File: config.mk
export PLATFORM = sky130hd
export DESIGN_NAME = lpt_translator
export DESIGN_NICKNAME = d
export VERILOG_FILES = /design/src/rtl/lpt_pkg.sv /design/src/rtl/lpt_map.sv /design/src/rtl/lpt_page_store.sv /design/src/rtl/lpt_log_alloc.sv /design/src/rtl/lpt_translator.sv
export SDC_FILE = /design/constraint.sdc
export NUM_CORES = 1
export LEC_CHECK = 0
export ABC_AREA = 0
export ABC_CLOCK_PERIOD_IN_PS = 2700
export BUFFER_PORTS_ARGS = -buffer_cell sky130_fd_sc_hd__clkbuf_2
export CAP_MARGIN = 5
export CORE_MARGIN = 3
export CORE_UTILIZATION = 38
export CTS_CLUSTER_SIZE = 24
export DETAILED_ROUTE_END_ITERATION = 7
export MAX_ROUTING_LAYER = met4
export PLACE_DENSITY = 0.58
export SYNTH_ARGS = -nofsm -noshare
export SYNTH_HDL_FRONTEND = slang
export SYNTH_SLANG_ARGS = --single-unit
File: constraint.sdc
create_clock -name clk -period 2.7 [get_ports clk]
set_input_delay 0.27 -clock clk [delete_from_list [all_inputs] [get_ports clk]]
set_output_delay 0.27 -clock clk [all_outputs]
set_load 0.02 [all_outputs]
File: src/rtl/lpt_pkg.sv
// Shared types for the log-structured page translator.
// Assumes two bits are enough to encode a page state.
package lpt_pkg;
    typedef enum logic [1:0] {
        PG_ERASED  = 2'd0,
        PG_VALID   = 2'd1,
        PG_INVALID = 2'd2
    } pg_state_e;
endpackage

File: src/rtl/lpt_map.sv
// Logical-to-physical map: one entry and one mapped bit per logical page.
// Assumes at most one update per cycle. The lookup is combinational, so a
// read accepted in the cycle after a write sees that write.
module lpt_map #(
    parameter int NUM_LPAGES = 16,
    parameter int PPN_W      = 5,
    localparam int LPN_W     = $clog2(NUM_LPAGES)
) (
    input  logic             clk,
    input  logic             rst_n,
    input  logic [LPN_W-1:0] look_lpn,
    output logic [PPN_W-1:0] look_ppn,
    output logic             look_mapped,
    input  logic             upd_en,
    input  logic [LPN_W-1:0] upd_lpn,
    input  logic [PPN_W-1:0] upd_ppn
);
    logic [PPN_W-1:0] ppn_q    [NUM_LPAGES];
    logic             mapped_q [NUM_LPAGES];

    // Purpose: clear every entry on reset; record the new location on a write.
    always_ff @(posedge clk) begin
        if (!rst_n) begin
            for (int i = 0; i < NUM_LPAGES; i++) begin
                ppn_q[i]    <= '0;
                mapped_q[i] <= 1'b0;
            end
        end else if (upd_en) begin
            ppn_q[upd_lpn]    <= upd_ppn;
            mapped_q[upd_lpn] <= 1'b1;
        end
    end

    // Purpose: combinational lookup for the current request.
    always_comb begin
        look_ppn    = ppn_q[look_lpn];
        look_mapped = mapped_q[look_lpn];
    end

    // an updated entry reads back mapped on the next cycle
    p_map_set_r3: assert property (@(posedge clk) disable iff (!rst_n)
        upd_en |=> mapped_q[$past(upd_lpn)]);
endmodule

File: src/rtl/lpt_page_store.sv
// Physical page store: data, out-of-band logical tag and state per page.
// Assumes the caller programs only erased pages, retires only live pages,
// and never erases a block in the same cycle as a program or a retire.
module lpt_page_store
    import lpt_pkg::*;
#(
    parameter int NUM_BLOCKS      = 8,
    parameter int PAGES_PER_BLOCK = 4,
    parameter int DATA_W          = 8,
    parameter int LPN_W           = 4,
    localparam int NUM_PAGES      = NUM_BLOCKS * PAGES_PER_BLOCK,
    localparam int PPN_W          = $clog2(NUM_PAGES),
    localparam int BLK_W          = $clog2(NUM_BLOCKS)
) (
    input  logic              clk,
    input  logic              rst_n,
    input  logic              prog_en,
    input  logic [PPN_W-1:0]  prog_ppn,
    input  logic [DATA_W-1:0] prog_data,
    input  logic [LPN_W-1:0]  prog_tag,
    input  logic              inval_en,
    input  logic [PPN_W-1:0]  inval_ppn,
    input  logic              erase_en,
    input  logic [BLK_W-1:0]  erase_blk,
    input  logic [PPN_W-1:0]  rd_ppn,
    output logic [DATA_W-1:0] rd_data,
    input  logic [PPN_W-1:0]  probe_ppn,
    output pg_state_e         probe_state,
    output logic [LPN_W-1:0]  probe_tag
);
    logic [DATA_W-1:0] data_q  [NUM_PAGES];
    logic [LPN_W-1:0]  tag_q   [NUM_PAGES];
    pg_state_e         state_q [NUM_PAGES];

    // Purpose: payload and tag arrays written on program; no reset needed.
    always_ff @(posedge clk) begin
        if (prog_en) begin
            data_q[prog_ppn] <= prog_data;
            tag_q[prog_ppn]  <= prog_tag;
        end
    end

    // Per-page state flop, generated once per physical page.
    for (genvar g = 0; g < NUM_PAGES; g++) begin : g_page
        localparam int BLK_OF_PAGE = g / PAGES_PER_BLOCK;
        // Purpose: reset to erased; erase, program or retire moves the state.
        always_ff @(posedge clk) begin
            if (!rst_n) begin
                state_q[g] <= PG_ERASED;
            end else if (erase_en && (32'(erase_blk) == BLK_OF_PAGE)) begin
                state_q[g] <= PG_ERASED;
            end else if (prog_en && (32'(prog_ppn) == g)) begin
                state_q[g] <= PG_VALID;
            end else if (inval_en && (32'(inval_ppn) == g)) begin
                state_q[g] <= PG_INVALID;
            end
        end
    end

    // Purpose: combinational read and probe paths.
    always_comb begin
        rd_data     = data_q[rd_ppn];
        probe_state = state_q[probe_ppn];
        probe_tag   = tag_q[probe_ppn];
    end

    // programming is only ever directed at an erased page
    p_prog_erased_r10: assert property (@(posedge clk) disable iff (!rst_n)
        prog_en |-> (state_q[prog_ppn] == PG_ERASED));
    // a retired page is stale on the following cycle
    p_retire_r4: assert property (@(posedge clk) disable iff (!rst_n)
        inval_en |=> (state_q[$past(inval_ppn)] == PG_INVALID));
    // only live pages are retired
    p_retire_live_r4: assert property (@(posedge clk) disable iff (!rst_n)
        inval_en |-> (state_q[inval_ppn] == PG_VALID));
endmodule

File: src/rtl/lpt_log_alloc.sv
// Append-log allocator: holds the active block and the next free slot.
// Assumes PAGES_PER_BLOCK is a power of two, so a page number is the
// concatenation of block index and slot. Raises a block request when full.
module lpt_log_alloc #(
    parameter int NUM_BLOCKS      = 8,
    parameter int PAGES_PER_BLOCK = 4,
    localparam int BLK_W          = $clog2(NUM_BLOCKS),
    localparam int OFF_W          = $clog2(PAGES_PER_BLOCK),
    localparam int PPN_W          = BLK_W + OFF_W
) (
    input  logic             clk,
    input  logic             rst_n,
    input  logic             take_page,
    output logic [PPN_W-1:0] next_ppn,
    output logic             full,
    output logic             blk_req,
    input  logic             grant_valid,
    input  logic [BLK_W-1:0] grant_id,
    output logic             grant_take
);
    localparam logic [OFF_W-1:0] LAST_SLOT = OFF_W'(PAGES_PER_BLOCK - 1);

    logic [BLK_W-1:0] act_blk_q;
    logic [OFF_W-1:0] slot_q;
    logic             full_q;

    // Purpose: advance the slot on each program; switch block on a grant.
    always_ff @(posedge clk) begin
        if (!rst_n) begin
            act_blk_q <= '0;
            slot_q    <= '0;
            full_q    <= 1'b0;
        end else if (grant_take) begin
            act_blk_q <= grant_id;
            slot_q    <= '0;
            full_q    <= 1'b0;
        end else if (take_page) begin
            if (slot_q == LAST_SLOT) begin
                full_q <= 1'b1;
            end else begin
                slot_q <= slot_q + 1'b1;
            end
        end
    end

    // Purpose: expose the next page and the handshake flags.
    always_comb begin
        next_ppn   = {act_blk_q, slot_q};
        full       = full_q;
        blk_req    = full_q;
        grant_take = full_q && grant_valid;
    end

    // pages inside a block are taken in strictly ascending order
    p_ascend_r2: assert property (@(posedge clk) disable iff (!rst_n)
        (take_page && (slot_q != LAST_SLOT)) |=> (slot_q == $past(slot_q) + 1'b1));
    // taking the last slot makes the block full
    p_fill_r7: assert property (@(posedge clk) disable iff (!rst_n)
        (take_page && (slot_q == LAST_SLOT)) |=> full_q);
    // no page is taken while the block is full
    p_no_take_full_r10: assert property (@(posedge clk) disable iff (!rst_n)
        full_q |-> !take_page);
    // a taken grant reopens a block at slot zero
    p_grant_r8: assert property (@(posedge clk) disable iff (!rst_n)
        grant_take |=> (!full_q && (slot_q == '0)));
endmodule

File: src/rtl/lpt_translator.sv
// Top of the log-structured page translator. It accepts one host request
// per cycle. A write goes to the next free page in the append log; a read
// follows the map. The response is registered one cycle after acceptance.
// Assumes the reclaim unit only grants blocks it has already erased.
module lpt_translator
    import lpt_pkg::*;
#(
    parameter int NUM_BLOCKS      = 8,
    parameter int PAGES_PER_BLOCK = 4,
    parameter int NUM_LPAGES      = 16,
    parameter int DATA_W          = 8,
    localparam int NUM_PAGES      = NUM_BLOCKS * PAGES_PER_BLOCK,
    localparam int PPN_W          = $clog2(NUM_PAGES),
    localparam int BLK_W          = $clog2(NUM_BLOCKS),
    localparam int LPN_W          = $clog2(NUM_LPAGES)
) (
    input  logic              clk,
    input  logic              rst_n,
    input  logic              req_valid,
    output logic              req_ready,
    input  logic              req_write,
    input  logic [LPN_W-1:0]  req_lpn,
    input  logic [DATA_W-1:0] req_data,
    output logic              rsp_valid,
    output logic [PPN_W-1:0]  rsp_ppn,
    output logic [DATA_W-1:0] rsp_data,
    output logic              rsp_unmapped,
    output logic              blk_req,
    input  logic              blk_grant_valid,
    input  logic [BLK_W-1:0]  blk_grant_id,
    input  logic [PPN_W-1:0]  probe_ppn,
    output logic [1:0]        probe_state,
    output logic [LPN_W-1:0]  probe_tag
);
    logic              accept, do_write;
    logic              full, grant_take;
    logic [PPN_W-1:0]  next_ppn, map_ppn, rd_ppn;
    logic              map_mapped;
    logic [DATA_W-1:0] store_data;
    pg_state_e         probe_state_e;

    // Purpose: host handshake; the host is held off while no page is free.
    always_comb begin
        req_ready = !full;
        accept    = req_valid && req_ready;
        do_write  = accept && req_write;
        rd_ppn    = map_ppn;
    end

    lpt_map #(.NUM_LPAGES(NUM_LPAGES), .PPN_W(PPN_W)) u_map (
        .clk(clk), .rst_n(rst_n),
        .look_lpn(req_lpn), .look_ppn(map_ppn), .look_mapped(map_mapped),
        .upd_en(do_write), .upd_lpn(req_lpn), .upd_ppn(next_ppn)
    );

    lpt_log_alloc #(.NUM_BLOCKS(NUM_BLOCKS), .PAGES_PER_BLOCK(PAGES_PER_BLOCK)) u_alloc (
        .clk(clk), .rst_n(rst_n),
        .take_page(do_write), .next_ppn(next_ppn), .full(full), .blk_req(blk_req),
        .grant_valid(blk_grant_valid), .grant_id(blk_grant_id), .grant_take(grant_take)
    );

    lpt_page_store #(
        .NUM_BLOCKS(NUM_BLOCKS), .PAGES_PER_BLOCK(PAGES_PER_BLOCK),
        .DATA_W(DATA_W), .LPN_W(LPN_W)
    ) u_store (
        .clk(clk), .rst_n(rst_n),
        .prog_en(do_write), .prog_ppn(next_ppn), .prog_data(req_data), .prog_tag(req_lpn),
        .inval_en(do_write && map_mapped), .inval_ppn(map_ppn),
        .erase_en(grant_take), .erase_blk(blk_grant_id),
        .rd_ppn(rd_ppn), .rd_data(store_data),
        .probe_ppn(probe_ppn), .probe_state(probe_state_e), .probe_tag(probe_tag)
    );

    // Purpose: present the probe state as a plain code.
    always_comb probe_state = probe_state_e;

    // Purpose: register the response for the request accepted this cycle.
    always_ff @(posedge clk) begin
        if (!rst_n) begin
            rsp_valid    <= 1'b0;
            rsp_ppn      <= '0;
            rsp_data     <= '0;
            rsp_unmapped <= 1'b0;
        end else begin
            rsp_valid <= accept;
            if (accept) begin
                if (req_write) begin
                    rsp_ppn      <= next_ppn;
                    rsp_data     <= req_data;
                    rsp_unmapped <= 1'b0;
                end else if (map_mapped) begin
                    rsp_ppn      <= map_ppn;
                    rsp_data     <= store_data;
                    rsp_unmapped <= 1'b0;
                end else begin
                    rsp_ppn      <= '0;
                    rsp_data     <= '1;
                    rsp_unmapped <= 1'b1;
                end
            end
        end
    end

    // every accepted request gets a response on the next cycle
    p_rsp_follows_r9: assert property (@(posedge clk) disable iff (!rst_n)
        accept |=> rsp_valid);
    // no response without an accepted request
    p_rsp_only_r9: assert property (@(posedge clk) disable iff (!rst_n)
        !accept |=> !rsp_valid);
    // a block request persists until a grant is taken
    p_req_hold_r7: assert property (@(posedge clk) disable iff (!rst_n)
        (blk_req && !blk_grant_valid) |=> blk_req);
    // unmapped responses carry all-ones data
    p_unmapped_ones_r6: assert property (@(posedge clk) disable iff (!rst_n)
        (rsp_valid && rsp_unmapped) |-> (rsp_data == '1));
endmodule

==> results.md <==
* CTS root buf: clkbuf_16
* Reg2Reg Capture Point: rsp_data[2]$_SDFFE_PN0N_
* GP Congestion at around 0.95
* DRT iter0 DRCs at 1686
* H-tree depth at 2
* Post-Syn Nets at between 1500 and 2000
* VDD IR max at approximately 0.00046 V
* Sequential fraction of the synthesis area at 69.3%
* Setup Viol. Count Final at 5
* Rows at 91
* Critical Path Start Type: flop
* Crit path max fanout at 18
* Initial Util at 38.6%
* Post-detailed-route count of antenna-violating nets at 0
* Distinct cell type count after synthesis at 62
* Worst-skew pair later-pin latency at 0.61 ns
* Net Sw Power at 4.59 mW
* Cells after DPL at between 2000 and 3000
* # DRC at 0
* Final WL at 67.7 mm
* Die area at 66100 um^2
* Min-delay worst type: primary input to flop
* Fill count at 5273
* Post-synthesis cell area at approximately 24000 um^2
* Comb pwr share at between 10% and 20%
* TritonCTS Buffers at 56
* EDFF count, synth at 528
* Vias in the first global route at 15500
* First-pass GRT wire length at 100 mm
* Pwr Total at 19.6 mW
* Max-Cap Viols at 0
* Hold endpoint: u_alloc.blk_req$_SDFFE_PP0P_
* Clock network power share at 38.7%
* Total gr overflow at 0
* Total vias in the final route at ~16000
* Avg Inst Size Synth at 14.8 um^2
* Hpwl dp at 46.1 mm
* Num Clock Sinks at 565
* Final instance area at 29700 um^2
* Fin cells at 2789
* Sw Share at a little under a quarter
* Hold path depth at 3
* Crit path DAT at 3.26 ns
* FF+latch count, synth at approximately 570
* Worst Tran Pin Value at approximately 0.8 ns
* Max-slew violations at 0
* Worst rel slew slack at 47.3%
* Dpl ws at -0.661 ns
* Reg clk slew, reported paths at 0.06 ns
* RSZ-0062 raised after global routing: true
* Clock skew at 0.0139 ns
* PD cells at 660 nW/um^2
* Failing checks: negative setup slack
* Initial antenna violation count at 2
* Setup crit end kind: flop
* HP Start: req_write
* # IOs at between 40 and 50
* Fraction of registers with async set/reset at 0%
* Pre-antenna DRT Iters at 5
* GRT Total Usage at 20.9%
* Hold Vio Cnt, Final at 0
* Minimum clock period at 2.77 ns
* Chip height at 257 um
* Die X-Extent at 257 um
* FF-to-FF path depth at 10
* Multi-input logic area at 7240 um^2
* FF/Latch Area at around 17000 um^2
* Vias/cell at around 5.6
* Clk buf depth at 3
* Largest net degree at the start of global routing at 55
* R2r startpoint: u_map.ppn_q[10][0]$_SDFFCE_PN0P_
* Cell Area, Placed at 27300 um^2
* Fmax at ~360 MHz
* Layout cells sized above 1 at 31.5%
* CTS tree: done
* Layout Nets at 1934
* Tcrit/Tclk final at 103%
* Final TNS setup at -0.163 ns
* Core ar. at 62100 um^2
* Sequential share of power at 49.7%
* Flop2flop setup slack at -0.07 ns
* P_int at ~15 mW
* Leak at 10.4 nW
* Final WS setup at -0.0700 ns
* Syn Inst Count at 1613
* Post-synth top flop: edfxtp_1
* Syn-to-layout area delta at 23.9%
* Final core utilization at 47.8%
* Req. time, crit path at 3.19 ns
* Routed len/inst at 24.3 um
* Status: finished, violations left
* PortBufs at 47
* Critical path class: flop to flop
* Synth warnings at 0
* WHS at between 0.07 and 0.08 ns
## cells in the final DEF, fill, tap and decap left out, types with 10 or more instances in the layout
master	n
nand2b_1	13
clkbuf_16	57
nand3_1	80
clkinv_2	15
edfxtp_1	528
a211oi_2	17
a21o_1	16
buf_12	30
mux2_2	12
clkbuf_2	40
a31oi_1	10
buf_6	10
nand2_1	146
dfxtp_1	37
buf_4	257
and2_1	78
mux2i_1	13
nor3_1	62
a311oi_1	17
nor2_1	89
clkinv_1	13
nand4_1	11
a211oi_1	12
mux4_2	83
clkbuf_1	12
o21ai_1	15
and3_1	29
o21ai_0	59
a311oi_2	11
## critical path, stage by stage (launching register included)
cell and delay [ns]:
edfxtp_1 0.38, mux4_2 0.47, a22o_1 0.26, a221o_2 0.42, buf_12 0.20, a31oi_4 0.17
a32oi_2 0.09, o22a_1 0.24, a41oi_2 0.22, buf_4 0.14, o41ai_2 0.05
## what timing repair did
| item | in CTS | in global routing |
|---|---|---|
| pin swaps | 16 | 17 |
| gates resized for setup | 63 | 71 |
| hold endpoints to repair | 2 | 0 |
| setup endpoints to repair | 27 | 67 |
| setup buffers | 2 | 2 |
| cloned | 1 | 0 |
| hold buffers | 1 | 0 |
## state kept, by name, indices dropped and copies added, names as in the netlist
signal             flops
u_store.data_q       256
u_store.tag_q        128
u_map.ppn_q           80
u_store.state_q       64
u_map.mapped_q        16
rsp_data               8
rsp_ppn                5
u_alloc.act_blk_q      3
u_alloc.slot_q         2
rsp_unmapped           1
rsp_valid              1
u_alloc.blk_req        1
## Yosys cell counts, drive strengths merged, types with 4 or more instances
cell type	n	area share [%]
a211oi	29	0.91
a21boi	6	0.19
a21o	16	0.50
a21oi	8	0.17
a221oi	8	0.44
a22oi	5	0.16
a311oi	28	1.0
a31oi	15	0.39
a32oi	4	0.15
and2	79	2.1
and3	29	0.76
buf	52	1.3
clkbuf	60	0.94
dfxtp	37	3.1
edfxtp	528	66
ha	4	0.21
inv	5	0.078
mux2	18	0.85
mux2i	16	0.67
mux4	83	7.8
nand2	154	2.4
nand2b	13	0.34
nand3	82	1.7
nand4	11	0.29
nor2	95	1.5
nor2b	7	0.18
nor3	64	1.4
nor3b	6	0.19
nor4	8	0.21
o211a	5	0.21
o21ai	79	1.7
o221ai	9	0.33
o311ai	4	0.15
or2	4	0.10
or3	8	0.21
## metal layers
| layer | up-vias | routed length [um] | share of wire, % | track usage, % |
|---|---|---|---|---|
| met5 | - | 0 | 0 | - |
| met3 | 127 | 5450 | 8.1 | 4.15 |
| met2 | 717 | 31100 | 46 | 31.5 |
| met1 | 7925 | 29200 | 43 | 28.9 |
| li1 | 6893 | - | - | - |
| met4 | 0 | 1900 | 2.8 | 5.81 |
## area by class of cell
class,instances,share of cell area [%]
Sequential cell,565,55.9
Multi-Input combinational cell,928,24.4
Timing Repair Buffer,346,10.1
Clock buffer,69,4.96
Tap cell,837,3.53
Clock inverter,35,1.02
Inverter,8,0.101
Antenna cell,1,0.00843
## worst max path at each step
stage | to | slack (ns) | from
6_report | rsp_data[2]$_SDFFE_PN0N_ | -0.07 | u_map.ppn_q[10][0]$_SDFFCE_PN0P_
5_1_grt | rsp_data[4]$_SDFFE_PN0N_ | -0.17 | u_map.ppn_q[10][0]$_SDFFCE_PN0P_
4_1_cts | probe_state[0] | -0.1 | u_store.state_q[30][0]$_SDFFCE_PP0P_
3_5_place_dp | rsp_data[6]$_SDFFE_PN0N_ | -0.66 | req_lpn[1]
3_3_place_gp | rsp_data[6]$_SDFFE_PN0N_ | -0.68 | req_lpn[1]
2_1_floorplan | u_store.state_q[19][0]$_SDFFCE_PP0P_ | 0.0009 | req_lpn[0]
## cell families after synthesis
logic type	count (synthesis)	synth area share, %
buffers and inverters	120	2.34
xor gates and xnor gates	1	0.0366
adders and majority gates	4	0.209
and+or+nand+nor	562	11.5
muxes	117	9.32
AOI/OAI and AO/OA	244	7.32
DFF	565	69.3
## power by group through the flow
| stage | logic [mW] | clock network (mW) | registers [mW] |
|---|---|---|---|
| finish | 2.26 | 7.58 | 9.74 |
| global route | 2.39 | 8.06 | 9.74 |
| CTS | 2.16 | 7.71 | 9.74 |
| detailed placement | 2.04 | 0 | 9.92 |
| global placement | 2.02 | 0 | 9.92 |
| floorplan | 0.992 | 0 | 9.91 |
Note: power is estimated with default switching activity, not from simulation.
